===== src/rtl/pgwalk3_pkg.sv =====
// Package: shared codes, entry bit positions and walker state type.
// Assumes 64-bit entries, with permission and fault-on bits in the low 16 bits.
package pgwalk3_pkg;

    // Fault codes reported on completion
    typedef enum logic [2:0] {
        FLT_NONE = 3'd0,
        FLT_ACV  = 3'd1,
        FLT_TNV  = 3'd2,
        FLT_FOR  = 3'd3,
        FLT_FOW  = 3'd4,
        FLT_FOE  = 3'd5
    } flt_e;

    // Walker control states
    typedef enum logic [1:0] {
        S_IDLE,
        S_REQ,
        S_WAIT,
        S_FIN
    } wst_e;

    // Entry bit positions (behaviour depends on these)
    localparam int unsigned ENT_VALID  = 0;
    localparam int unsigned ENT_NO_RD  = 1;
    localparam int unsigned ENT_RE_LO  = 8;
    localparam int unsigned ENT_WE_LO  = 12;

    // Superpage tag and remap positions
    localparam int unsigned SP_TAG_LO  = 41;
    localparam logic [1:0]  SP_TAG     = 2'b10;
    localparam int unsigned SP_SRC_BIT = 40;
    localparam int unsigned SP_DST_BIT = 43;

    localparam logic [1:0]  MODE_KERNEL = 2'd0;

endpackage


===== src/rtl/pgwalk3_region.sv =====
// Region classifier: flags non-canonical addresses, detects the kernel
// superpage window and forms its direct-mapped physical address.
// Purely combinational; assumes VA_W is above the superpage tag bits.
module pgwalk3_region
    import pgwalk3_pkg::*;
#(
    parameter int unsigned VA_W = 43
) (
    input  logic [63:0] va,
    output logic        bad_canon,
    output logic        in_super,
    output logic [63:0] super_pa
);
    localparam int unsigned HI_W = 64 - VA_W;

    logic [HI_W-1:0] hi_bits;

    // Canonical test: upper bits all equal the sign
    always_comb begin
        hi_bits   = va[63:VA_W];
        bad_canon = !((&hi_bits) || !(|hi_bits));
    end

    // Superpage detection and bit-relocating direct map
    always_comb begin
        in_super = va[63] && (va[SP_TAG_LO+1:SP_TAG_LO] == SP_TAG);
        super_pa = '0;
        super_pa[SP_SRC_BIT-1:0] = va[SP_SRC_BIT-1:0];
        super_pa[SP_DST_BIT]     = va[SP_SRC_BIT];
    end
endmodule


===== src/rtl/pgwalk3_slot.sv =====
// Entry address former: picks the index field for the current level and
// adds it, scaled by the entry size, to the current table base.
// Assumes LEVELS*IDX_W bits of index sit directly above the page offset.
module pgwalk3_slot #(
    parameter int unsigned IDX_W  = 10,
    parameter int unsigned LEVELS = 3,
    parameter int unsigned LVL_W  = 2
) (
    input  logic [LEVELS*IDX_W-1:0] va_idx,
    input  logic [LVL_W-1:0]        lvl,
    input  logic [63:0]             base,
    output logic [63:0]             addr
);
    localparam int unsigned ENT_SH = 3;

    logic [IDX_W-1:0] idx_tab [LEVELS];
    logic [IDX_W-1:0] idx_sel;

    // One index field per level, root level taken from the top
    for (genvar g = 0; g < LEVELS; g++) begin : g_lvl
        assign idx_tab[g] = va_idx[(LEVELS-1-g)*IDX_W +: IDX_W];
    end

    // Select the field for the active level and scale to bytes
    always_comb begin
        idx_sel = '0;
        for (int i = 0; i < LEVELS; i++) begin
            if (lvl == LVL_W'(i)) idx_sel = idx_tab[i];
        end
        addr = base + 64'({idx_sel, {ENT_SH{1'b0}}});
    end
endmodule


===== src/rtl/pgwalk3_leaf.sv =====
// Leaf evaluator: derives rights for the current mode from the leaf entry,
// applies the fault-on mask and picks the fault code by priority.
// Assumes the leaf valid bit is handled by the caller.
module pgwalk3_leaf
    import pgwalk3_pkg::*;
(
    input  logic [15:0] ent_lo,
    input  logic [2:0]  acc,
    input  logic [1:0]  mode,
    output logic [2:0]  perm,
    output flt_e        code
);
    logic       re, we;
    logic [2:0] grant, kept, fo_mask;

    // Rights by mode shift, then mask and prioritised fault code
    always_comb begin
        re      = ent_lo[ENT_RE_LO + 32'(mode)];
        we      = ent_lo[ENT_WE_LO + 32'(mode)];
        grant   = {re, we, re};
        fo_mask = ent_lo[ENT_NO_RD +: 3];
        kept    = grant & ~fo_mask;
        perm    = kept;
        code    = FLT_NONE;
        if (acc != 3'b000 && (grant & acc) == 3'b000) begin
            code = FLT_ACV;
        end else if (acc != 3'b000 && (kept & acc) == 3'b000) begin
            if (acc[2])      code = FLT_FOE;
            else if (acc[1]) code = FLT_FOW;
            else             code = FLT_FOR;
        end
    end
endmodule


===== src/rtl/pgwalk3_top.sv =====
// Three-level page table walker. Accepts one translation at a time,
// resolves the canonical and superpage shortcuts at once, otherwise reads
// root, middle and leaf entries and reports a result or fault on a
// one-cycle done pulse. Assumes memory returns one response per request.
module pgwalk3_top
    import pgwalk3_pkg::*;
#(
    parameter int unsigned VA_W   = 43,
    parameter int unsigned PG_OFF = 13,
    parameter int unsigned IDX_W  = 10,
    parameter int unsigned LEVELS = 3
) (
    input  logic        clk,
    input  logic        rst_n,
    input  logic        req_valid,
    output logic        req_ready,
    input  logic [63:0] req_va,
    input  logic [2:0]  req_acc,
    input  logic [1:0]  req_mode,
    input  logic [63:0] ptbr,
    output logic        mem_req_valid,
    input  logic        mem_req_ready,
    output logic [63:0] mem_req_addr,
    input  logic        mem_rsp_valid,
    input  logic [63:0] mem_rsp_data,
    output logic        done,
    output logic        done_fault,
    output logic [2:0]  done_code,
    output logic [63:0] done_pa,
    output logic [2:0]  done_perm,
    output logic [63:0] done_va
);
    localparam int unsigned SPAN  = LEVELS * IDX_W;
    localparam int unsigned LVL_W = (LEVELS > 1) ? $clog2(LEVELS) : 1;
    localparam logic [LVL_W-1:0] LVL_LAST = LVL_W'(LEVELS - 1);

    wst_e             st;
    logic [LVL_W-1:0] lvl;
    logic [63:0]      base_q, va_q;
    logic [2:0]       acc_q;
    logic [1:0]       mode_q;

    logic             res_fault;
    flt_e             res_code;
    logic [63:0]      res_pa;
    logic [2:0]       res_perm;

    logic             bad_canon, in_super;
    logic [63:0]      super_pa;
    logic [2:0]       leaf_perm;
    flt_e             leaf_code;
    logic [63:0]      ent_frame;
    logic             ent_unused;

    logic             fin, descend;
    flt_e             f_code;
    logic [63:0]      f_pa;
    logic [2:0]       f_perm;

    pgwalk3_region #(.VA_W(VA_W)) region_i (
        .va        (req_va),
        .bad_canon (bad_canon),
        .in_super  (in_super),
        .super_pa  (super_pa)
    );

    pgwalk3_slot #(.IDX_W(IDX_W), .LEVELS(LEVELS), .LVL_W(LVL_W)) slot_i (
        .va_idx (va_q[PG_OFF +: SPAN]),
        .lvl    (lvl),
        .base   (base_q),
        .addr   (mem_req_addr)
    );

    pgwalk3_leaf leaf_i (
        .ent_lo (mem_rsp_data[15:0]),
        .acc    (acc_q),
        .mode   (mode_q),
        .perm   (leaf_perm),
        .code   (leaf_code)
    );

    // Frame or next table base from the upper half of an entry
    always_comb begin
        ent_frame  = 64'(mem_rsp_data[63:32]) << PG_OFF;
        ent_unused = ^mem_rsp_data[31:16];
    end

    // Decide whether this cycle ends the request, and with what result
    always_comb begin
        fin     = 1'b0;
        descend = 1'b0;
        f_code  = FLT_NONE;
        f_pa    = '0;
        f_perm  = '0;
        case (st)
            S_IDLE: begin
                if (req_valid) begin
                    if (bad_canon) begin
                        fin    = 1'b1;
                        f_code = FLT_ACV;
                    end else if (in_super) begin
                        fin = 1'b1;
                        if (req_mode == MODE_KERNEL) begin
                            f_pa   = super_pa;
                            f_perm = 3'b111;
                        end else begin
                            f_code = FLT_ACV;
                        end
                    end
                end
            end
            S_WAIT: begin
                if (mem_rsp_valid) begin
                    if (!mem_rsp_data[ENT_VALID]) begin
                        fin    = 1'b1;
                        f_code = FLT_TNV;
                    end else if (lvl != LVL_LAST) begin
                        if (!mem_rsp_data[ENT_RE_LO]) begin
                            fin    = 1'b1;
                            f_code = FLT_ACV;
                        end else begin
                            descend = 1'b1;
                        end
                    end else begin
                        fin    = 1'b1;
                        f_code = leaf_code;
                        if (leaf_code == FLT_NONE) begin
                            f_pa   = ent_frame | 64'(va_q[PG_OFF-1:0]);
                            f_perm = leaf_perm;
                        end
                    end
                end
            end
            default: ;
        endcase
    end

    // Walker state, request capture, level advance and result register
    always_ff @(posedge clk) begin
        if (!rst_n) begin
            st        <= S_IDLE;
            lvl       <= '0;
            base_q    <= '0;
            va_q      <= '0;
            acc_q     <= '0;
            mode_q    <= '0;
            res_fault <= 1'b0;
            res_code  <= FLT_NONE;
            res_pa    <= '0;
            res_perm  <= '0;
        end else begin
            if (fin) begin
                res_fault <= (f_code != FLT_NONE);
                res_code  <= f_code;
                res_pa    <= f_pa;
                res_perm  <= f_perm;
            end
            case (st)
                S_IDLE: begin
                    if (req_valid) begin
                        va_q   <= req_va;
                        acc_q  <= req_acc;
                        mode_q <= req_mode;
                        lvl    <= '0;
                        base_q <= ptbr;
                        st     <= fin ? S_FIN : S_REQ;
                    end
                end
                S_REQ: begin
                    if (mem_req_ready) st <= S_WAIT;
                end
                S_WAIT: begin
                    if (fin) begin
                        st <= S_FIN;
                    end else if (descend) begin
                        base_q <= ent_frame;
                        lvl    <= lvl + 1'b1;
                        st     <= S_REQ;
                    end
                end
                default: st <= S_IDLE;
            endcase
        end
    end

    // Port view of the controller and result registers
    always_comb begin
        req_ready     = (st == S_IDLE);
        mem_req_valid = (st == S_REQ);
        done          = (st == S_FIN);
        done_fault    = res_fault;
        done_code     = res_code;
        done_pa       = res_pa;
        done_perm     = res_perm;
        done_va       = va_q;
    end
endmodule


===== config.mk =====
export PLATFORM = sky130hd
export DESIGN_NAME = pgwalk3_top
export DESIGN_NICKNAME = d
export VERILOG_FILES = /design/src/rtl/pgwalk3_pkg.sv /design/src/rtl/pgwalk3_region.sv /design/src/rtl/pgwalk3_slot.sv /design/src/rtl/pgwalk3_leaf.sv /design/src/rtl/pgwalk3_top.sv
export SDC_FILE = /design/constraint.sdc
export NUM_CORES = 1
export LEC_CHECK = 0
export ABC_AREA = 0
export BUFFER_PORTS_ARGS = -buffer_cell sky130_fd_sc_hd__clkbuf_2
export CELL_PAD_IN_SITES_DETAIL_PLACEMENT = 0
export CELL_PAD_IN_SITES_GLOBAL_PLACEMENT = 2
export CORE_MARGIN = 4
export CORE_UTILIZATION = 29
export DETAILED_ROUTE_END_ITERATION = 16
export PLACE_DENSITY = 0.88
export REMOVE_ABC_BUFFERS = 1
export SLEW_MARGIN = 20
export SYNTH_ARGS = -nofsm -noshare
export SYNTH_HDL_FRONTEND = slang
export SYNTH_SLANG_ARGS = --single-unit

===== constraint.sdc =====
create_clock -name clk -period 6.4 [get_ports clk]
set_clock_uncertainty 0.2 [all_clocks]
set_input_delay 0.32 -clock clk [delete_from_list [all_inputs] [get_ports clk]]
set_output_delay 0.32 -clock clk [all_outputs]
set_load 0.02 [all_outputs]

# Yosys cells after proc, flatten, opt, wreduce, memory -nomap -nowiden

Index checks and enable logic that the tools add are counted.

$add $sub $neg: 4
$mul: 0
Divide/modulo/power cells: 0
$lt $le $gt $ge: 2
Eq/ne operators: 12
Shift-type cells: 0
Mux-type cells: 65
Bitwise operators: 5
Reductions and logical operators: 19

Operators by type and width:

| operator                                            | count |
|---|---|
| 2-to-1 mux 64 bit                                   | 3 |
| 2-to-1 mux 45 bit                                   | 4 |
| 2-to-1 mux 44 bit                                   | 4 |
| one-hot mux 64 bit (2 select lines)                 | 1 |
| one-hot mux 45 bit (2 select lines)                 | 1 |
| adder 64 x 13 -> 64 bit                             | 1 |
| < comparator 32 x 5 -> 1 bit, second input constant | 2 |
| 2-to-1 mux 3 bit                                    | 15 |
| OR 45 x 13 -> 45 bit                                | 1 |
| 2-to-1 mux 10 bit                                   | 3 |
| AND reduction 21 bit                                | 1 |
| OR reduction 21 bit                                 | 1 |
| 2-to-1 mux 1 bit                                    | 19 |
| 2-to-1 mux 2 bit                                    | 8 |
| one-hot mux 3 bit (2 select lines)                  | 2 |
| adder 4 x 2 -> 5 bit, first input constant          | 2 |
| AND 3 bit                                           | 3 |
| zero test 3 bit                                     | 3 |
| binary-select mux 1 bit (select 4 bit)              | 2 |
| == test 2 bit, second input constant                | 4 |
| inequality test 2 bit, second input constant        | 4 |
| zero test 2 bit                                     | 3 |
| one-hot mux 2 bit (3 select lines)                  | 1 |
| nonzero test 3 bit                                  | 2 |
| 14 further kinds                                    | 17 |

Register bits after elaboration: 208
Latch bits: 0
RAM bits: 0
Memory bits (read-only): 0
Bits of input ports: 202
Logic and storage cells: 117
Memories: 0

# Logic depth before layout (Yosys ltp)

Depth in word-level cells: 15
Depth in mapped cells: 16

# Hierarchy

From an unflattened synthesis, not the netlist that was laid out.

Cells, all modules: 1,371
Area, all modules: 11,199.5 sq um

By module, submodules not included:

| module         | instances | cells an instance | area each (sq um) | sequential area each (sq um) |
|---|---|---|---|---|
| pgwalk3_top    | 1         | 963               | 8,247.9           | 4,164.0 |
| pgwalk3_slot   | 1         | 307               | 2,190.9           | 0.0 |
| pgwalk3_region | 1         | 81                | 589.3             | 0.0 |
| pgwalk3_leaf   | 1         | 20                | 171.4             | 0.0 |

# Worst setup path before layout

Ideal clock, no wire load.

Path kind: reg2out
Start: register lvl[0]
End: output port mem_req_addr[35]
Data arrival time: 3.366 ns
Slack: 2.514 ns
Stages on the path, launching flop included: 17
Path buffers: 1
Cell sequence: dfxtp_1 > inv_1 > ha_1 > clkbuf_1 > nand2_1 > nor2_1 > a21oi_1 > o21ai_0 > ha_1 > inv_1 > fa_1 > nor2b_1 > o31ai_1 > a21oi_1 > nor2_1 > nor4b_1 > xor2_1

Cells in the longest elaborated chain, start to end: 5
Elaborated cells on any way between the ends: 7
Those cells by class: add/sub (1); eq/ne (2); mux (3); reduce/logical (1)

Ends and longest elaborated chain:

| element                        | line               | RTL |
|---|---|---|
| start: declaration             | pgwalk3_top.sv:38  | `logic [LVL_W-1:0] lvl;` |
| start signal: assignment       | pgwalk3_top.sv:177 | `lvl <= lvl + 1'b1;` |
| zero test 2 bit                | pgwalk3_slot.sv:28 | `if (lvl == LVL_W'(i)) idx_sel = idx_tab[i];` |
| 2-to-1 mux 10 bit (2 in a row) | pgwalk3_slot.sv:28 |  |
| 2-to-1 mux 10 bit (*)          | pgwalk3_slot.sv:28 |  |
| adder 64 x 13 -> 64 bit (*)    | pgwalk3_slot.sv:30 | `addr = base + 64'({idx_sel, {ENT_SH{1'b0}}});` |
| end: declaration               | pgwalk3_top.sv:23  | `output logic [63:0] mem_req_addr,` |

Mark *: on every way between the ends. The rest lies on a longest branch, timed or not.

# Worst setup path after layout

Start: register lvl[1]
End: output port mem_req_addr[35]

The elaborated chain is that of the path after synthesis.

==> parameters.txt <==
Parameter                              Value

Placed design
  Number of placed instances with taps included    between 1500 and 2000
  RePlAce Congestion    slightly above 0.8
  Buffers on Ports    roughly 360
  Final HPWL DP    approximately 28000 um

Worst setup path
  Largest fanout on the critical path    20
  Worst path required time    slightly below 6 ns
  Startpoint Class    flop
  Slowest cell on crit path    ha_1
  Chain of cells forming the critical path    inv_1, ha_1, a21oi_1, o21ai_0, ha_1, inv_1, fa_1, nor2b_1, o31ai_1, a21oi_1, buf_4, nor2_1, nor4b_1, xor2_1, clkbuf_2
  Classification of the worst setup path    reg2out
  Data arrival time of the critical path    4.79 ns
  Largest stage delay, worst path    roughly 0.7 ns
  Nature of the critical path endpoint    output port

Global routing
  Layer with the highest usage after global routing    met2
  Global Route Usage Sum    between 20% and 30%
  Initial antenna violation count    1
  Largest net degree at the start of global routing    approximately 120
  Grt met3 use    under 10%
  Global route overflow    0
  Met1 global-route usage    27.14%
  Wire length of the first global-routing pass    slightly above 60000 um
  Vias in the first global route    between 10000 and 15000
  Met2 routing resource usage after global routing    a little over a third

Synthesis
  Biggest area contributors in the synthesized netlist    dfxtp_1 (38%), nand2_1 (12%), a21boi_0 (8.2%), nand3_1 (4.5%), o211a_1 (3.5%)
  Number of enable flip-flop cells after synthesis    0
  #FFs+latches synth    189
  Primary flip-flop cell chosen by synthesis mapping    dfxtp_1
  Distinct cells, synth    58
  Yosys top cell by area    dfxtp_1
  Asr flop ratio synth    0%
  Netlist area before placement    just under 0.01 sq mm
  Fraction of post-synthesis cell area in the top cell type by area    between 30% and 40%
  Synth warn    0
  Gate Count Post-Synth    about 1200
  Post-synthesis area per instance    8.003 sq um
  Share of synthesized area occupied by flip-flops and latches    38.50%

Clock tree
  Total clock buffers created by CTS    17
  Resized cells post-CTS    0
  Clock latency on the worst-skew pair    ~0.44 ns
  CTS Hold Buffers Added    between 150 and 200
  Clock sink count    between 150 and 200
  Worst-path clk slew    ~0.070 ns
  Maximum clock insertion buffer count    2
  Clk Tree Root Cell    clkbuf_16
  Level count of the clock H-tree    4
  TritonCTS clock tree    built
  Count of buffers added by post-CTS timing repair for setup    0

Routing
  Wirelength, routed    between 40000 and 50000 um
  Pre-antenna DRT Iters    5
  Number of remaining DRC errors    0
  Number of nets with antenna violations after routing    0
  Mean number of vias per cell    roughly 5
  Number of DRC markers in iteration 0    ~480
  Routed len/inst    18.96 um
  Routed via count    around 11000

Layout
  Area growth from synthesis to layout    43.41%
  Layout cell share with drive strength beyond 1    25.28%
  Commonest non-fill, non-tap cell in the layout    clkbuf_2
  Final Net Count    1900
  Number of non-filler instances in the completed layout    approximately 2100
  Seq. cell area    0.003784 sq mm
  Final core area utilization    between 40% and 50%
  Filler cell count in the final layout    3406
  Commonest cells after routing, fill and taps aside    clkbuf_2 (363), nand2_1 (316), dfxtp_1 (189), dlygate4sd3_1 (152), a21boi_0 (108)
  Multi-input gate area in the final layout    0.005579 sq mm

Die
  Area of the core    0.03345 sq mm
  Io pins    ~400
  Number of rows in the core area    67
  Die width    between 150 and 200 um
  Die Y    between 150 and 200 um
  Die Area    approximately 0.037 sq mm
  Initial standard-cell utilization of the core    a little under 30%

STA
  Setup repair after global routing missed its margin    no
  Ratio of final minimum period to clock period    82.97%
  Relative slew slack    between 40% and 50%
  Transition time at the pin with the least slew margin    roughly 0.90 ns
  Final period demand of the worst path    between 5 and 6 ns
  Number of hold violations in the final report    0
  Slew Limit Fails    0
  Achievable frequency    about 190 MHz
  Setup violation total in the final timing report    0
  Aggregate negative setup slack    0 ns

Pwr
  Worst supply voltage drop on vdd    ~180 uV
  Cell Pwr Density    ~240 mW/mm^2
  Leak pwr    ~6.3 nW

Run status
  Result of the run    finished, final reports clean

Run
  Max-cap violations    0

Worst hold path
  Hold/Removal Path Class    in2reg
-- registers in the layout, summed over array words and instances, names as in the netlist --
register    flops
base_q         64
done_va        64
done_pa        45
acc_q           3
done_code       3
done_perm       3
lvl             2
mode_q          2
st              2
done_fault      1
-- worst max-delay path: cells and delay by family (launching register included) --
| kind | cells | cell delay (ns) |
|---|---|---|
| simple gates | 3 | 0.81 |
| buf+inv | 4 | 0.57 |
| compound gates | 4 | 1.00 |
| fa+ha+maj | 3 | 1.41 |
| xor+xnor | 1 | 0.22 |
| flops | 1 | 0.33 |
-- cell families after synthesis --
| logic type | count (synthesis) | synth area share (%) |
|---|---|---|
| flip-flops | 189 | 38.50 |
| adder cells (fa/ha/maj) | 14 | 1.859 |
| AO/OA/AOI/OAI | 306 | 24.23 |
| other | 1 | 0.03816 |
| AND/OR/NAND/NOR | 536 | 24.09 |
| XOR/XNOR | 55 | 4.901 |
| buffers and inverters | 124 | 5.945 |
| multiplexers | 3 | 0.4456 |
-- per-layer routing --
| metal | vias to the layer above | share of wire [%] |
|---|---|---|
| li1 | 5166 | - |
| met1 | 5047 | 45 |
| met2 | 320 | 46 |
| met3 | 67 | 5.2 |
| met4 | 0 | 3.8 |
| met5 | - | 0 |
-- final cells by class --
cell class	instances	share of cell area, %
antenna	2	0.03551
clock inverter	13	1.429
clock buffer	19	3.071
timing repair buffer	529	24.69
multi-input combinational	933	39.58
inverter	14	0.3728
sequential	189	26.84
tap	448	3.977
-- where the power goes --
| part | switching [mW] | internal [mW] | leakage [nW] | total, mW |
|---|---|---|---|---|
| logic | 0.511 | 0.301 | 4.48 | 0.812 |
| clock network | 0.516 | 0.667 | 0.303 | 1.18 |
| registers | 0.0884 | 1.26 | 1.54 | 1.35 |
| total | 1.11 | 2.23 | 6.33 | 3.34 |
-- worst paths after layout --
check	from	end	slack (ns)	cells past startpoint
worst max-delay path	lvl[1]$_SDFFE_PN0P_	mem_req_addr[35]	1.09	15
worst min-delay path	req_va[32]	done_va[32]$_SDFFE_PN0P_	0.005	3
worst max register to register	lvl[0]$_SDFFE_PN0P_	done_pa[38]$_SDFFE_PN0P_	2.64	8
worst min register to register	base_q[2]$_SDFFE_PN0P_	base_q[2]$_SDFFE_PN0P_	0.27	2
-- cell usage after synthesis (all sizes together), types with 24 or more instances --
master  count
clkbuf     77
nor2       42
nand2     317
a21boi    148
buf        33
xnor2      26
a32oi      38
nand3      89
o211a      34
dfxtp     189
o21ai      24
xor2       29
-- per-stage QoR --
step	power (mW)	cell area, sq um	setup WS [ns]	hold WS [ns]
detailed placement	2.119	11900	1.617	0.2608
global placement	2.112	11900	1.645	0.2515
floorplan	1.773	9364	0.3358	0.2376
finish	3.343	14090	1.090	0.004837
global route	3.513	14090	0.7664	0.02114
CTS	3.382	14050	1.106	0.001512
(Power assumes the default switching activity.)
